**config.mk**
```make
export PLATFORM = sky130hd
export DESIGN_NAME = bcd_accum_conv
export DESIGN_NICKNAME = d
export VERILOG_FILES = /design/src/rtl/bcd_conv_pkg.sv /design/src/rtl/bcd_digit_add.sv /design/src/rtl/bcd_word_add.sv /design/src/rtl/bcd_pow2_rom.sv /design/src/rtl/bcd_accum_conv.sv
export SDC_FILE = /design/constraint.sdc
export NUM_CORES = 1
export LEC_CHECK = 0
export ABC_CLOCK_PERIOD_IN_PS = 12400
export BUFFER_PORTS_ARGS = -buffer_cell sky130_fd_sc_hd__buf_2
export CAP_MARGIN = 40
export CORE_MARGIN = 2
export CORE_UTILIZATION = 39
export CTS_CLUSTER_SIZE = 8
export DETAILED_ROUTE_END_ITERATION = 7
export PLACE_DENSITY = 0.62
export SYNTH_ARGS = -nofsm -noshare
export SYNTH_HDL_FRONTEND = slang
export SYNTH_HIERARCHICAL = 1
export SYNTH_SLANG_ARGS = --single-unit
```
**constraint.sdc**
```tcl
create_clock -name clk -period 12.4 [get_ports clk]
set_input_delay 1.24 -clock clk [delete_from_list [all_inputs] [get_ports clk]]
set_output_delay 1.24 -clock clk [all_outputs]
set_load 0.01 [all_outputs]
```
**src/rtl/bcd_conv_pkg.sv**
```systemverilog
// Package: shared types and elaboration-time helpers for the converter.
// Assumes: callers pass values small enough to fit in 64 bits.
package bcd_conv_pkg;

    // Controller states: waiting, scanning bits, publishing the result.
    typedef enum logic [1:0] {
        ST_IDLE = 2'd0,
        ST_RUN  = 2'd1,
        ST_DONE = 2'd2
    } conv_state_t;

    // Decimal digit k of v, used to build BCD constants at elaboration.
    function automatic logic [3:0] dec_digit(input longint unsigned v, input int k);
        longint unsigned t;
        t = v;
        for (int i = 0; i < k; i++) t = t / 10;
        return 4'(t % 10);
    endfunction

endpackage

```
**src/rtl/bcd_digit_add.sv**
```systemverilog
// Module: one decimal digit adder with carry.
// Adds two BCD digits and a carry-in. A raw sum above 9 is corrected by
// adding 6, and a carry-out is produced. Assumes both inputs are 0..9.
module bcd_digit_add (
    input  logic [3:0] a,
    input  logic [3:0] b,
    input  logic       cin,
    output logic [3:0] sum,
    output logic       cout
);
    logic [4:0] raw;
    logic [4:0] adj;

    // Binary sum, then the decimal correction when it exceeds nine.
    always_comb begin
        raw  = {1'b0, a} + {1'b0, b} + {4'd0, cin};
        adj  = raw + 5'd6;
        cout = (raw > 5'd9);
        sum  = cout ? adj[3:0] : raw[3:0];
    end
endmodule

```
**src/rtl/bcd_word_add.sv**
```systemverilog
// Module: multi-digit BCD adder built from a ripple of digit adders.
// The carry passes through all digits within one cycle. The top carry is
// brought out so that overflow can be observed. Assumes valid BCD inputs.
module bcd_word_add #(
    parameter int DIG = 6,
    localparam int W = DIG * 4
) (
    input  logic [W-1:0] a,
    input  logic [W-1:0] b,
    output logic [W-1:0] sum,
    output logic         carry_out
);
    logic [DIG:0] c;

    assign c[0] = 1'b0;

    genvar k;
    generate
        for (k = 0; k < DIG; k++) begin : g_dig
            bcd_digit_add u_dig (
                .a    (a[4*k +: 4]),
                .b    (b[4*k +: 4]),
                .cin  (c[k]),
                .sum  (sum[4*k +: 4]),
                .cout (c[k+1])
            );
        end
    endgenerate

    assign carry_out = c[DIG];
endmodule

```
**src/rtl/bcd_pow2_rom.sv**
```systemverilog
// Module: constant table of 2^0 .. 2^(BIN_W-1) held in packed BCD.
// Entries are computed at elaboration, and idx selects one of them.
// Assumes DIG is wide enough for 2^(BIN_W-1).
module bcd_pow2_rom #(
    parameter int BIN_W = 16,
    parameter int DIG   = 6,
    localparam int IDX_W = $clog2(BIN_W),
    localparam int W     = DIG * 4
) (
    input  logic [IDX_W-1:0] idx,
    output logic [W-1:0]     val
);
    import bcd_conv_pkg::*;

    logic [W-1:0] tbl [BIN_W];

    genvar k, d;
    generate
        for (k = 0; k < BIN_W; k++) begin : g_ent
            for (d = 0; d < DIG; d++) begin : g_d
                assign tbl[k][4*d +: 4] = dec_digit(64'd1 << k, d);
            end
        end
    endgenerate

    // Table lookup for the bit position being scanned.
    always_comb val = tbl[idx];
endmodule

```
**src/rtl/bcd_accum_conv.sv**
```systemverilog
// Module: top-level table-accumulate binary-to-BCD converter.
// Scans the captured input one bit per cycle, LSB first, and adds the BCD
// power of two for each set bit. A finishing state then publishes the
// result with a one-cycle ready pulse. Assumes a synchronous, active-low reset.
module bcd_accum_conv #(
    parameter int BIN_W = 16,
    parameter int DIG   = 6,
    localparam int IDX_W = $clog2(BIN_W),
    localparam int W     = DIG * 4
) (
    input  logic             clk,
    input  logic             rst_n,
    input  logic             start,
    input  logic [BIN_W-1:0] bin_in,
    output logic             ready,
    output logic [W-1:0]     bcd_out
);
    import bcd_conv_pkg::*;

    localparam logic [IDX_W-1:0] LAST_IDX = IDX_W'(BIN_W - 1);

    conv_state_t      state;
    logic [BIN_W-1:0] shreg;
    logic [IDX_W-1:0] bit_idx;
    logic [W-1:0]     acc;
    logic [W-1:0]     term;
    logic [W-1:0]     acc_next;
    logic             acc_ovf;

    bcd_pow2_rom #(.BIN_W(BIN_W), .DIG(DIG)) u_rom (
        .idx (bit_idx),
        .val (term)
    );

    bcd_word_add #(.DIG(DIG)) u_add (
        .a         (acc),
        .b         (term),
        .sum       (acc_next),
        .carry_out (acc_ovf)
    );

    // Controller, bit scan, accumulation and result publication.
    always_ff @(posedge clk) begin
        if (!rst_n) begin
            state   <= ST_IDLE;
            shreg   <= '0;
            bit_idx <= '0;
            acc     <= '0;
            bcd_out <= '0;
            ready   <= 1'b0;
        end else begin
            ready <= 1'b0;
            unique case (state)
                ST_IDLE: if (start) begin
                    shreg   <= bin_in;
                    acc     <= '0;
                    bit_idx <= '0;
                    state   <= ST_RUN;
                end
                ST_RUN: begin
                    if (shreg[0]) acc <= acc_next;
                    shreg   <= shreg >> 1;
                    bit_idx <= bit_idx + 1'b1;
                    if (bit_idx == LAST_IDX) state <= ST_DONE;
                end
                ST_DONE: begin
                    bcd_out <= acc;
                    ready   <= 1'b1;
                    state   <= ST_IDLE;
                end
                default: state <= ST_IDLE;
            endcase
        end
    end


    ready_pulse_chk: assert property (@(posedge clk) disable iff (!rst_n)
        ready |=> !ready);


    out_hold_chk: assert property (@(posedge clk) disable iff (!rst_n)
        !ready |-> $stable(bcd_out));


    no_acc_overflow_chk: assert property (@(posedge clk) disable iff (!rst_n)
        (state == ST_RUN && shreg[0]) |-> !acc_ovf);


    run_continues_chk: assert property (@(posedge clk) disable iff (!rst_n)
        (state == ST_RUN && bit_idx != LAST_IDX) |=> state == ST_RUN);

    genvar g;
    generate
        for (g = 0; g < DIG; g++) begin : g_rng

            digit_range_chk: assert property (@(posedge clk) disable iff (!rst_n)
                bcd_out[4*g +: 4] <= 4'd9);
        end
    endgenerate
endmodule

```
==> Word-level counts from Yosys, hierarchy flattened <==
Memories as Yosys holds them, arrays and structs flattened.
Cells that the tools add are included.
{ "op_classes": {"add_sub_neg": 18, "magnitude_cmp": 7, "eq_ne": 6, "muxes": 19, "n_bitwise": 1, "n_reduce_logical": 5} }
{ "op_table": {"columns": ["cell", "n"], "rows": [
  ["$mux W24", 4],
  ["$pmux W24 S2", 1],
  ["$pmux W16 S2", 1],
  ["$add A4 B4 Y5", 6],
  ["$gt A5 B4 Y1 const B", 6],
  ["$mux W4", 7],
  ["$add A5 B1 Y5", 5],
  ["$add A4 B3 Y4 const B", 6],
  ["$mux W16", 1],
  ["$pmux W4 S2", 1],
  ["$ne A2 B2 Y1 const B", 3],
  ["$ge A5 B5 Y1 const B", 1],
  ["$not A4 Y5", 1],
  ["$add A4 B1 Y4 const B", 1],
  ["$eq A4 B4 Y1 const B", 1],
  ["$mux W2", 2],
  ["$pmux W2 S2", 1],
  ["$reduce_and A2 Y1", 2],
  ["$reduce_and A3 Y1", 1],
  ["$eq A2 B1 Y1 const B", 1],
  ["$eq A2 B2 Y1 const B", 1],
  ["$logic_not A2 Y1", 1],
  ["$reduce_bool A2 Y1", 1],
  ["$mux W1", 1]
]} }
{ "word_totals": {"ff_bits": 71, "rom_bits": 384, "inputBits": 19, "out_inout_bits": 25, "elab_cells": 63, "n_memories": 1} }
{ "mem_list": {"columns": ["memory", "words", "width", "read_ports", "rd_clocked_by_memory_dff", "write_ports", "line", "text"], "rows": [
  ["(name not given)", 16, 24, 1, 0, 0, "bcd_pow2_rom.sv:27", "always_comb val = tbl[idx];"]
]} }

==> Longest topological paths before layout <==
Gate-level depths: netlist (run 1).
{ "depth": {"depth_word": 19, "ltp_mapped": 41} }

==> By module <==
Netlist (run 1), hierarchy kept.
{ "modules_own_cells": {"columns": ["module", "instances", "cells_per_inst", "area_each_um2"], "rows": [
  ["bcd_accum_conv", 1, 283, 2580.0],
  ["bcd_digit_add", 6, 22, 211.5],
  ["bcd_pow2_rom", 1, 50, 337.8],
  ["bcd_word_add", 1, 1, 3.8]
]} }

==> Worst setup path after synthesis (run 1) <==
No wires, ideal clock.
{ "synth_timing": {"path_kind": "register to register", "startpoint": "reg bit_idx[0]", "endpoint": "reg acc[23]", "setup_time_ns": 0.117, "arrival_ns": 10.513, "t_required_ns": 12.283, "slack_ns": 1.770, "path_stages_with_launch": 42, "path_buffers": 0, "period_less_slack_ns": 10.630, "path_cell_list": "dfxtp_1 > inv_1 > ha_1 > and2_1 > fa_1 > fa_1 > xnor2_1 > ha_1 > a31o_1 > o31ai_4 > fa_1 > fa_1 > xnor2_1 > ha_1 > a31o_1 > o31ai_4 > fa_1 > fa_1 > [... 6 more ...] > xnor2_1 > ha_1 > a31o_1 > o31ai_4 > fa_1 > fa_1 > xnor2_1 > ha_1 > a31o_1 > o31ai_4 > fa_1 > fa_1 > xnor2_1 > ha_1 > a31o_1 > a2111oi_0 > nor2b_1 > a22o_1"} }
{ "synth_between": {"elab_chain_cells": 19, "elab_cells_between_ends": 25, "classes_between": "add/sub (12); order compare (6); mux (5); bitwise (1); memory (1)"} }
{ "synth_lines": {"columns": ["element", "line", "text"], "rows": [
  ["start, declared", "bcd_accum_conv.sv:24", "logic [IDX_W-1:0] bit_idx;"],
  ["start signal, assigned", "bcd_accum_conv.sv:63", "bit_idx <= bit_idx + 1'b1;"],
  ["$not A4 Y5 (implied by the code) (*)", "bcd_pow2_rom.sv:27", null],
  ["$mem_v2 Z16 W24 (*)", null, null],
  ["$mux W24 (implied by the code) (*) (2 in series)", "bcd_pow2_rom.sv:27", null],
  ["via term[0]", "bcd_accum_conv.sv:26", "logic [W-1:0] term;"],
  ["$add A4 B4 Y5 (*)", "bcd_digit_add.sv:16", "raw = {1'b0, a} + {1'b0, b} + {4'd0, cin};"],
  ["$gt A5 B4 Y1 (*)", "bcd_digit_add.sv:18", "cout = (raw > 5'd9);"],
  ["via u_add.c[1]", "bcd_word_add.sv:13", "logic [DIG:0] c;"],
  ["$add A5 B1 Y5 (*)", "bcd_digit_add.sv:16", null],
  ["[... 1 more ...]", null, null],
  ["via u_add.c[2]", "bcd_word_add.sv:13", null],
  ["[... 2 more ...]", null, null],
  ["via u_add.c[3]", "bcd_word_add.sv:13", null],
  ["[... 2 more ...]", null, null],
  ["via u_add.c[4]", "bcd_word_add.sv:13", null],
  ["[... 1 more ...]", null, null],
  ["$gt A5 B4 Y1 (*)", "bcd_digit_add.sv:18", null],
  ["via u_add.c[5]", "bcd_word_add.sv:13", null],
  ["$add A5 B1 Y5 (*)", "bcd_digit_add.sv:16", null],
  ["$add A4 B3 Y4 / $gt A5 B4 Y1 (equally long branches)", "bcd_digit_add.sv:17, bcd_digit_add.sv:18", null],
  ["$mux W4 (*)", "bcd_digit_add.sv:19", "sum = cout ? adj[3:0] : raw[3:0];"],
  ["via acc_next[23]", "bcd_accum_conv.sv:27", "logic [W-1:0] acc_next;"],
  ["$mux W24 (*)", "bcd_accum_conv.sv:61", "if (shreg[0]) acc <= acc_next;"],
  ["$pmux W24 S2 (*)", "bcd_accum_conv.sv:53", "unique case (state)"],
  ["end signal, assigned", "bcd_accum_conv.sv:61", null],
  ["end, declared", "bcd_accum_conv.sv:25", "logic [W-1:0] acc;"]
]} }
Mark *: on every way through the listed nets, which the timed path passes. The rest lies on a longest branch. The select of a mux whose other input is x is not followed.
A chain may end at the register's enable or synchronous reset.

==> Worst setup path after layout (run 1) <==
Ends and elaborated chain as after synthesis.

==> summary.md, run 1 <==
| Metric | Value |
|---|---|
| YS warnings | `6` |
| Final wirelength | `8.53 mm` |
| All-Layer GR Usage | `15.6%` |
| PwrDens | `112 mW/mm^2` |
| Area Growth Syn to Fin | `11.8%` |
| GRT overflow | `0` |
| Worst path slowest cell | `dfxtp_1` |
| Post-synthesis cell type count | `42` |
| Vias per cell | `5.24` |
| WP data required | `12.64 ns` |
| Post-CTS Hold Fix Bufs | `0` |
| Core ar. | `0.0104 mm^2` |
| Peak VDD IR | `0.0871 mV` |
| Post-synthesis sequential area ratio | `33.9%` |
| Startpoint types | `register` |
| Placer Congestion | `0.802` |
| EDFF count, synth | `0` |
| Die footprint | `0.0116 mm^2` |
| Max Cap Viol | `0` |
| Mean post-synth cell area | `8.99 um^2` |
| CTS tree | `done` |
| Initial Util | `40.4%` |
| Outcome | `completed` |
| Top post-synthesis cells by area | `dfxtp_1 34%, ha_1 9.3%, a21oi_1 8.8%, nand2_1 6.4%, fa_1 5.7%` |
| Internal power | `0.000393 W` |
| Clock Skew | `0.00701 ns` |
| Residual DRC count | `0` |
| Static Leak | `1.98 nW` |
| I/O Buffers | `43` |
| Sink Count | `71` |
| Crit. End Element | `register` |
| Worst-margin pin slew | `0.747 ns` |
| Clock Tree Root | `clkbuf_8` |
| Drt initial violations | `159` |
| Mapped cell area | `0.00419 mm^2` |
| Post-Syn Instances | `466` |
| Tmin final | `11.60 ns` |
| Synth Register Bits | `71` |
| Largest net degree at the start of global routing | `25` |
| Router iterations before antenna repair | `4` |
| Clock transition at path regs | `0.08 ns` |
| Clock power frac | `43.2%` |
| Slew margin rel. | `50.2%` |
| Hold_ws | `0.452 ns` |
| Clk_lat worst skew | `0.34 ns` |
| Vias in the first global route | `3,164` |
| Total Nets Final | `559` |
| Post-synthesis async set-or-reset flop share | `0%` |
| Std cell rows | `37` |
| Largest buffer count on any clock path | `2` |
| First-pass GRT wire length | `14.6 mm` |
| Share of the synthesized area in the top cell type | `33.9%` |
| Dpl hpwl | `6.32 mm` |
| Critical path type | `register to register` |
| Die span in y | `108 um` |
| Cell taking the most area after synthesis | `dfxtp_1` |
| Final worst-path cycle share | `93.5%` |
| Main synth FF type | `dfxtp_1` |
| Number of buffers created by CTS | `9` |
| Drt wl/cell | `13.4 um` |
| Setup TNS | `0 ns` |
| Combinational power share | `11.3%` |
| Max-slew violation count | `0` |
| Final setup fails | `0` |
| RSZ-0062 raised after global routing | `false` |
| Initial antenna violation count | `0` |
| Max incr delay on CP | `0.53 ns` |
| Top-count cell post-synth | `a21oi_1` |
| Crit path DAT | `11.84 ns` |
| Most used cell, CP | `fa_1` |
| Hold Path Class | `register to register` |
| Fin. Hold Viols | `0` |
| Diode count | `0` |
| Sw frac | `25.2%` |
| Cell types with the highest counts after synthesis | `74 x a21oi_1, 72 x nand2_1, 71 x dfxtp_1, 31 x ha_1, 24 x a22o_1` |
| Vias post-DR | `3,342` |
| Final ANT Viol Nets | `0` |
| CP max FO | `11` |
| Seq pwr share | `45.5%` |
| Net Switching | `0.000132 W` |
| Die Width | `108 um` |
| Fmax | `0.0862 GHz` |
| IO Count | `44` |
| CTS HTree Levels | `3` |
| Share of cells above drive strength 1 | `16.1%` |
==> per-stage QoR <==
step	power, W	util [%]	instances	setup slack, ns	instance area [um^2]
after CTS	0.000533	45.1	638	0.781	4680
after floorplan	0.000292	-	472	1.77	4210
after global placement	0.000301	42.4	619	1.30	4390
final	0.000526	45.2	638	0.802	4680
after global routing	0.000550	45.2	638	0.0119	4680
after detailed placement	0.000304	42.8	622	0.836	4440
==> final timing paths <==
kind	startpoint	to	slack, ns	cells past startpoint
setup / recovery	bit_idx[0]	acc[23]	0.80	41
hold / removal	bcd_out[17]	bcd_out[17]	0.45	2
setup reg to reg	bit_idx[0]	acc[23]	0.80	41
hold reg to reg	bcd_out[17]	bcd_out[17]	0.45	2
==> routing by layer <==
metal | GRT usage [%] | wire length, um | vias to the layer above
met5 | 0 | 0 | -
met4 | 6.04 | 104 | 0
met3 | 3.33 | 358 | 7
met2 | 24.1 | 3940 | 69
met1 | 21.2 | 4130 | 1554
li1 | - | - | 1712
==> power groups by stage <==
| stage | clock network [W] | logic [W] | registers, W |
|---|---|---|---|
| 2_1_floorplan | 0 | 0.0000494 | 0.000243 |
| 3_3_place_gp | 0 | 0.0000566 | 0.000244 |
| 3_5_place_dp | 0 | 0.0000595 | 0.000244 |
| 4_1_cts | 0.000235 | 0.0000598 | 0.000239 |
| 5_1_grt | 0.000242 | 0.0000676 | 0.000240 |
| 6_report | 0.000227 | 0.0000596 | 0.000239 |
==> flip-flops by register name, summed over array words and instances (netlist names) <==
register,count
bit_idx,4
shreg,16
ready,1
state,2
acc,24
bcd_out,24
==> worst max-delay path: cells and delay by family (launching register included) <==
kind	cells	cell delay [ns]
buf+inv	1	0.14
flops	1	0.53
xor+xnor	6	1.50
fa+ha+maj	19	6.76
simple gates	2	0.23
compound gates	13	2.29
==> logic make-up after synthesis <==
logic type / count (synthesis) / share of synthesized area (%)
simple gates: 119 / 13.1
fa+ha+maj: 43 / 15.0
compound gates: 158 / 26.0
other cells: 2 / 0.179
buf+inv: 50 / 6.63
xor+xnor: 12 / 2.51
flops: 71 / 33.9
mux: 11 / 2.66
==> area by class of cell <==
cell class	count	area, um^2
clock buffers	9	124
clock inverters	7	121
fillers	1020	5690
inverters	17	63.8
multi-input cells	351	2510
flip-flops and latches	71	1420
well taps	136	170
repair buffers	47	268
==> cells in the final DEF, fill, tap and decap left out, drive strengths merged, types with 2 or more instances in the layout <==
| cell type | instances |
|---|---|
| clkinv | 4 |
| a21boi | 2 |
| a211oi | 2 |
| buf | 47 |
| a31oi | 4 |
| conb | 8 |
| nor2 | 9 |
| o21ai | 16 |
| fa | 12 |
| ha | 31 |
| nor2b | 9 |
| xnor2 | 12 |
| a31o | 6 |
| nand3b | 2 |
| a2111oi | 6 |
| o22ai | 6 |
| mux2i | 10 |
| inv | 17 |
| nand2 | 72 |
| a21oi | 74 |
| and3 | 11 |
| dfxtp | 71 |
| nand2b | 4 |
| nand3 | 9 |
| bufinv | 3 |
| a22o | 24 |
| clkbuf | 9 |
| o31ai | 7 |
| a21o | 6 |
==> what timing repair did <==
| action | 4_1_cts | 5_1_grt |
|---|---|---|
| buffers inserted | 0 | 0 |
| endpoints found under the hold margin | 0 | 0 |
| setup endpoints to repair | 0 | 1 |
| gates resized for setup | 0 | 1 |
(Power assumes the default switching activity.)
==> inputs of run 2 (changes only) <==
PLACE_DENSITY = 0.63   (was 0.62)
==> summary.md, run 2 (synthesized netlist as in run 1, its figures left out) <==
| Metric | Value |
|---|---|
| Outcome | `completed` |
| IO Count | `44` |
| Static Leak | `1.97 nW` |
| Biggest regs | `acc x24, bcd_out x24, shreg x16` |
| Drt wl/cell | `13.6 um` |
| Overall power | `0.000492 W` |
| CTS HTree Levels | `3` |
| Dpl hpwl | `6.31 mm` |
| Fmax | `0.0854 GHz` |
| Fin area | `0.00465 mm^2` |
| Router iterations before antenna repair | `6` |
| Clock transition at path regs | `0.07 ns` |
| Core ar. | `0.0104 mm^2` |
| Die span in y | `108 um` |
| Crit path DAT | `11.95 ns` |
| Crit. End Element | `register` |
| Startpoint types | `register` |
| Routing usage on met1 | `21.2%` |
| Hold Path Class | `register to register` |
| Die footprint | `0.0116 mm^2` |
| Largest net degree at the start of global routing | `25` |
| Total Nets Final | `559` |
| First-pass GRT wire length | `14.8 mm` |
| Final wirelength | `8.65 mm` |
| Commonest non-fill, non-tap cell in the layout | `a21oi_1` |
| PwrDens | `106 mW/mm^2` |
| Diode count | `0` |
| I/O Buffers | `43` |
| Clk_lat worst skew | `0.35 ns` |
| Max incr delay on CP | `0.55 ns` |
| Worst hold path depth | `2` |
| CTS tree | `done` |
| CP endpoint | `acc[23]` |
| Crit path from | `bit_idx[0]` |
| Hold_ws | `0.451 ns` |
| Vias per cell | `5.29` |
| Critical path type | `register to register` |
| Final worst-path cycle share | `94.4%` |
| Final setup fails | `0` |
| Share of cells above drive strength 1 | `16.1%` |
| Std cell rows | `37` |
| Setup TNS | `0 ns` |
| Slew margin rel. | `45.2%` |
| Commonest non-fill, non-tap cells in the layout | `74 x a21oi_1, 72 x nand2_1, 70 x dfxtp_1, 43 x buf_2, 31 x ha_1` |
| Initial Util | `40.4%` |
| RSZ-0062 raised after global routing | `false` |
| Clock Skew | `0.00894 ns` |
| Reg2reg end | `acc[23]` |
| CP max FO | `11` |
| Max-slew violation count | `0` |
| Initial antenna violation count | `0` |
| Max Cap Viol | `0` |
| GR peak layer | `met2` |
| Final ANT Viol Nets | `0` |
| Residual DRC count | `0` |
| Reg-to-reg startpoint | `bit_idx[0]` |
| Most used cell, CP | `fa_1` |
| Worst Reg-to-Reg Cells | `41` |
| Tmin final | `11.71 ns` |
| GRT overflow | `0` |
| Met3 Usage GRT | `4.00%` |
| WP data required | `12.65 ns` |
| Placer Congestion | `0.794` |
| Placed cell areas | `0.00444 mm^2` |
| Vias in the first global route | `3,197` |
| All-Layer GR Usage | `15.8%` |
| Number of buffers created by CTS | `9` |
| Clock Tree Root | `clkbuf_8` |
| Area Growth Syn to Fin | `10.9%` |
| Fin. Hold Viols | `0` |
| Peak VDD IR | `0.0535 mV` |
| Worst-margin pin slew | `0.820 ns` |
| Worst path slowest cell | `dfxtp_1` |
| Reg2Reg Setup Slack | `0.69 ns` |
| Met2 Track Usage GR | `25.2%` |
| Die Width | `108 um` |
| Largest buffer count on any clock path | `2` |
| Sink Count | `71` |
| Vias post-DR | `3,374` |
| Drt initial violations | `121` |
-- run 2: cell count changes in the layout (fill, tap and decap cells not counted) --
cell	previous run	this run
clkinvlp_4	0	1
clkinv_4	3	1
clkinv_2	1	2
clkbuf_8	9	11
bufinv_16	3	1
-- run 2: what timing repair did --
item                       in CTS  in global routing
resized for setup               0                  1
setup endpoints to repair       0                  1
hold buffers                    0                  0
setup buffers                   0                  0
-- run 2: stage by stage --
stage               worst slack [ns]  cells  utilization (%)
CTS                            0.717    638             44.8
global route                  0.0306    638             44.8
finish                         0.694    638             44.8
detailed placement             0.752    622             42.8
floorplan                       1.77    472                -
global placement                1.31    619             42.4
-- run 2: layout make-up --
type,count,area [um^2]
tap,136,170
timing repair buffer,47,268
inverter,17,63.8
multi-input combinational,351,2510
clock buffer,11,151
sequential,71,1420
clock inverter,5,56.3
fill,1069,5720
-- run 2: worst max-delay path: cells and delay by family, from the launching register on --
family / cells / cell delay, ns
adders and majority gates: 19 / 6.81
AOI/OAI and AO/OA: 13 / 2.30
xor gates and xnor gates: 6 / 1.55
DFF: 1 / 0.55
and+or+nand+nor: 2 / 0.25
buffers and inverters: 1 / 0.14
-- run 2: per-layer routing --
layer,up-vias,routed length (um)
met5,-,0
met4,0,79
met3,8,326
met2,56,3970
met1,1595,4270
li1,1715,-
-- run 2: worst min-delay path by stage --
stage / start / to / slack (ns)
final: bcd_out[11] / bcd_out[11] / 0.45
after global routing: bcd_out[12] / bcd_out[12] / 0.47
after CTS: bcd_out[11] / bcd_out[11] / 0.45
after detailed placement: bcd_out[11] / bcd_out[11] / 0.44
after global placement: bcd_out[9] / bcd_out[9] / 0.44
after floorplan: shreg[12] / shreg[11] / 0.45
-- run 2: power by group --
part	leakage [nW]	internal, W	switching (W)
Clock	0.105	0.000104	0.0000897
Sequential	0.577	0.000234	0.00000516
Combinational	1.28	0.0000251	0.0000344
==> inputs of run 3 (changes only) <==
GPL_TIMING_DRIVEN = 0   (was default)
REMOVE_ABC_BUFFERS = 1   (was default)
==> summary.md, run 3 (synthesized netlist as in run 1, its figures left out) <==
| Metric | Value |
|---|---|
| Die span in y | `108 um` |
| Final Util | `45.6%` |
| Final worst-path cycle share | `94.0%` |
| Buf/Inv on CP | `0` |
| Post-CTS Hold Fix Bufs | `0` |
| Placer Congestion | `0.787` |
| Final Instance Count excl. Fillers | `638` |
| Max incr delay on CP | `0.63 ns` |
| Number of buffers created by CTS | `9` |
| Worst-margin pin slew | `0.748 ns` |
| CTS tree | `done` |
| Vias per cell | `5.27` |
| WP data required | `12.63 ns` |
| Die Width | `108 um` |
| Residual DRC count | `0` |
| Vias in the first global route | `3,293` |
| Commonest non-fill, non-tap cells in the layout | `74 x a21oi_1, 72 x nand2_1, 68 x dfxtp_1, 43 x buf_2, 31 x ha_1` |
| Final setup fails | `0` |
| Vias post-DR | `3,365` |
| Crit path DAT | `11.89 ns` |
| Clk_lat worst skew | `0.34 ns` |
| Max Cap Viol | `0` |
| Peak VDD IR | `0.0624 mV` |
| Initial antenna violation count | `0` |
| Final ANT Viol Nets | `0` |
| Critical path type | `register to register` |
| Hold_ws | `0.453 ns` |
| Total Nets Final | `559` |
| PwrDens | `116 mW/mm^2` |
| Die footprint | `0.0116 mm^2` |
| Std cell rows | `37` |
| I/O Buffers | `43` |
| CP max FO | `17` |
| Clock Skew | `0.00924 ns` |
| Router iterations before antenna repair | `4` |
| Fin. Hold Viols | `0` |
| Drt initial violations | `91` |
| Core ar. | `0.0104 mm^2` |
| Sink Count | `71` |
| Biggest regs | `acc x24, bcd_out x24, shreg x16` |
| IO Count | `44` |
| Largest delay share family, worst path | `adder cells` |
| Static Leak | `2.00 nW` |
| Largest buffer count on any clock path | `2` |
| All-Layer GR Usage | `15.8%` |
| GRT overflow | `0` |
| CTS HTree Levels | `3` |
| Max-slew violation count | `0` |
| Dpl hpwl | `6.07 mm` |
| Cell count after placement | `622` |
| Clock transition at path regs | `0.08 ns` |
| Outcome | `completed` |
| Area Growth Syn to Fin | `12.8%` |
| Startpoint types | `register` |
| Clock Tree Root | `clkbuf_8` |
| Worst path slowest cell | `dfxtp_1` |
| Initial Util | `40.4%` |
| Slew margin rel. | `50.1%` |
| Commonest non-fill, non-tap cell in the layout | `a21oi_1` |
| Most used cell, CP | `fa_1` |
| Share of cells above drive strength 1 | `16.7%` |
| Largest net degree at the start of global routing | `25` |
| Fmax | `0.0858 GHz` |
| Drt wl/cell | `13.4 um` |
| Crit. End Element | `register` |
| Diode count | `0` |
| Tmin final | `11.65 ns` |
| First-pass GRT wire length | `14.8 mm` |
| Hold Path Class | `register to register` |
| Final wirelength | `8.56 mm` |
==> run 3: changes by cell type in the layout (fill, tap and decap cells not counted), moves of 2 or more <==
cell | before | now
dfxtp_2 | 1 | 3
bufinv_16 | 1 | 4
clkinv_2 | 2 | 0
dfxtp_1 | 70 | 68
==> run 3: final cells by class <==
class                           count  area, um^2
Timing Repair Buffer               47         275
Fill cell                        1053        5640
Clock buffer                       11         141
Sequential cell                    71        1430
Tap cell                          136         170
Multi-Input combinational cell    351        2520
Inverter                           17        63.8
Clock inverter                      5         129
==> run 3: what timing repair did <==
item	CTS	global route
resized for setup	0	4
endpoints found under the hold margin	0	0
setup buffers	0	0
setup endpoints to repair	0	3
==> run 3: routing by layer <==
layer | share of wire [%] | global-route usage (%) | up-vias
met1 | 47 | 19.3 | 1591
met3 | 5.0 | 4.30 | 17
met2 | 46 | 26.5 | 63
met4 | 2.4 | 5.31 | 0
met5 | 0 | 0 | -
li1 | - | - | 1694
==> run 3: final timing paths <==
path | depth (start not counted) | end | slack (ns) | start
worst max register to register | 40 | acc[23] | 0.75 | bit_idx[3]
worst min-delay path | 2 | bcd_out[9] | 0.45 | bcd_out[9]
worst min register to register | 2 | bcd_out[9] | 0.45 | bcd_out[9]
worst max-delay path | 40 | acc[23] | 0.75 | bit_idx[3]
==> run 3: worst reg2reg max path: cells and delay by family, from the launching register on <==
| family | cells | cell delay, ns |
|---|---|---|
| fa+ha+maj | 18 | 6.62 |
| compound gates | 13 | 2.37 |
| xor+xnor | 6 | 1.43 |
| flops | 1 | 0.63 |
| simple gates | 3 | 0.49 |
==> run 3: per-stage QoR <==
step	setup slack, ns	TNS, ns	instance area (um^2)	total power, W
after floorplan	1.77	0	4000	0.000287
after global placement	0.988	0	4380	0.000300
after detailed placement	0.689	0	4450	0.000303
after CTS	0.655	0	4720	0.000554
after global routing	-0.0419	-0.0419	4730	0.000574
final	0.748	0	4730	0.000547
==> run 3: power breakdown <==
group	leakage [nW]	switching (W)	internal, W
combinational	1.29	0.0000338	0.0000249
clock	0.134	0.0000890	0.000160
sequential	0.578	0.00000527	0.000234
total	2.00	0.000128	0.000419
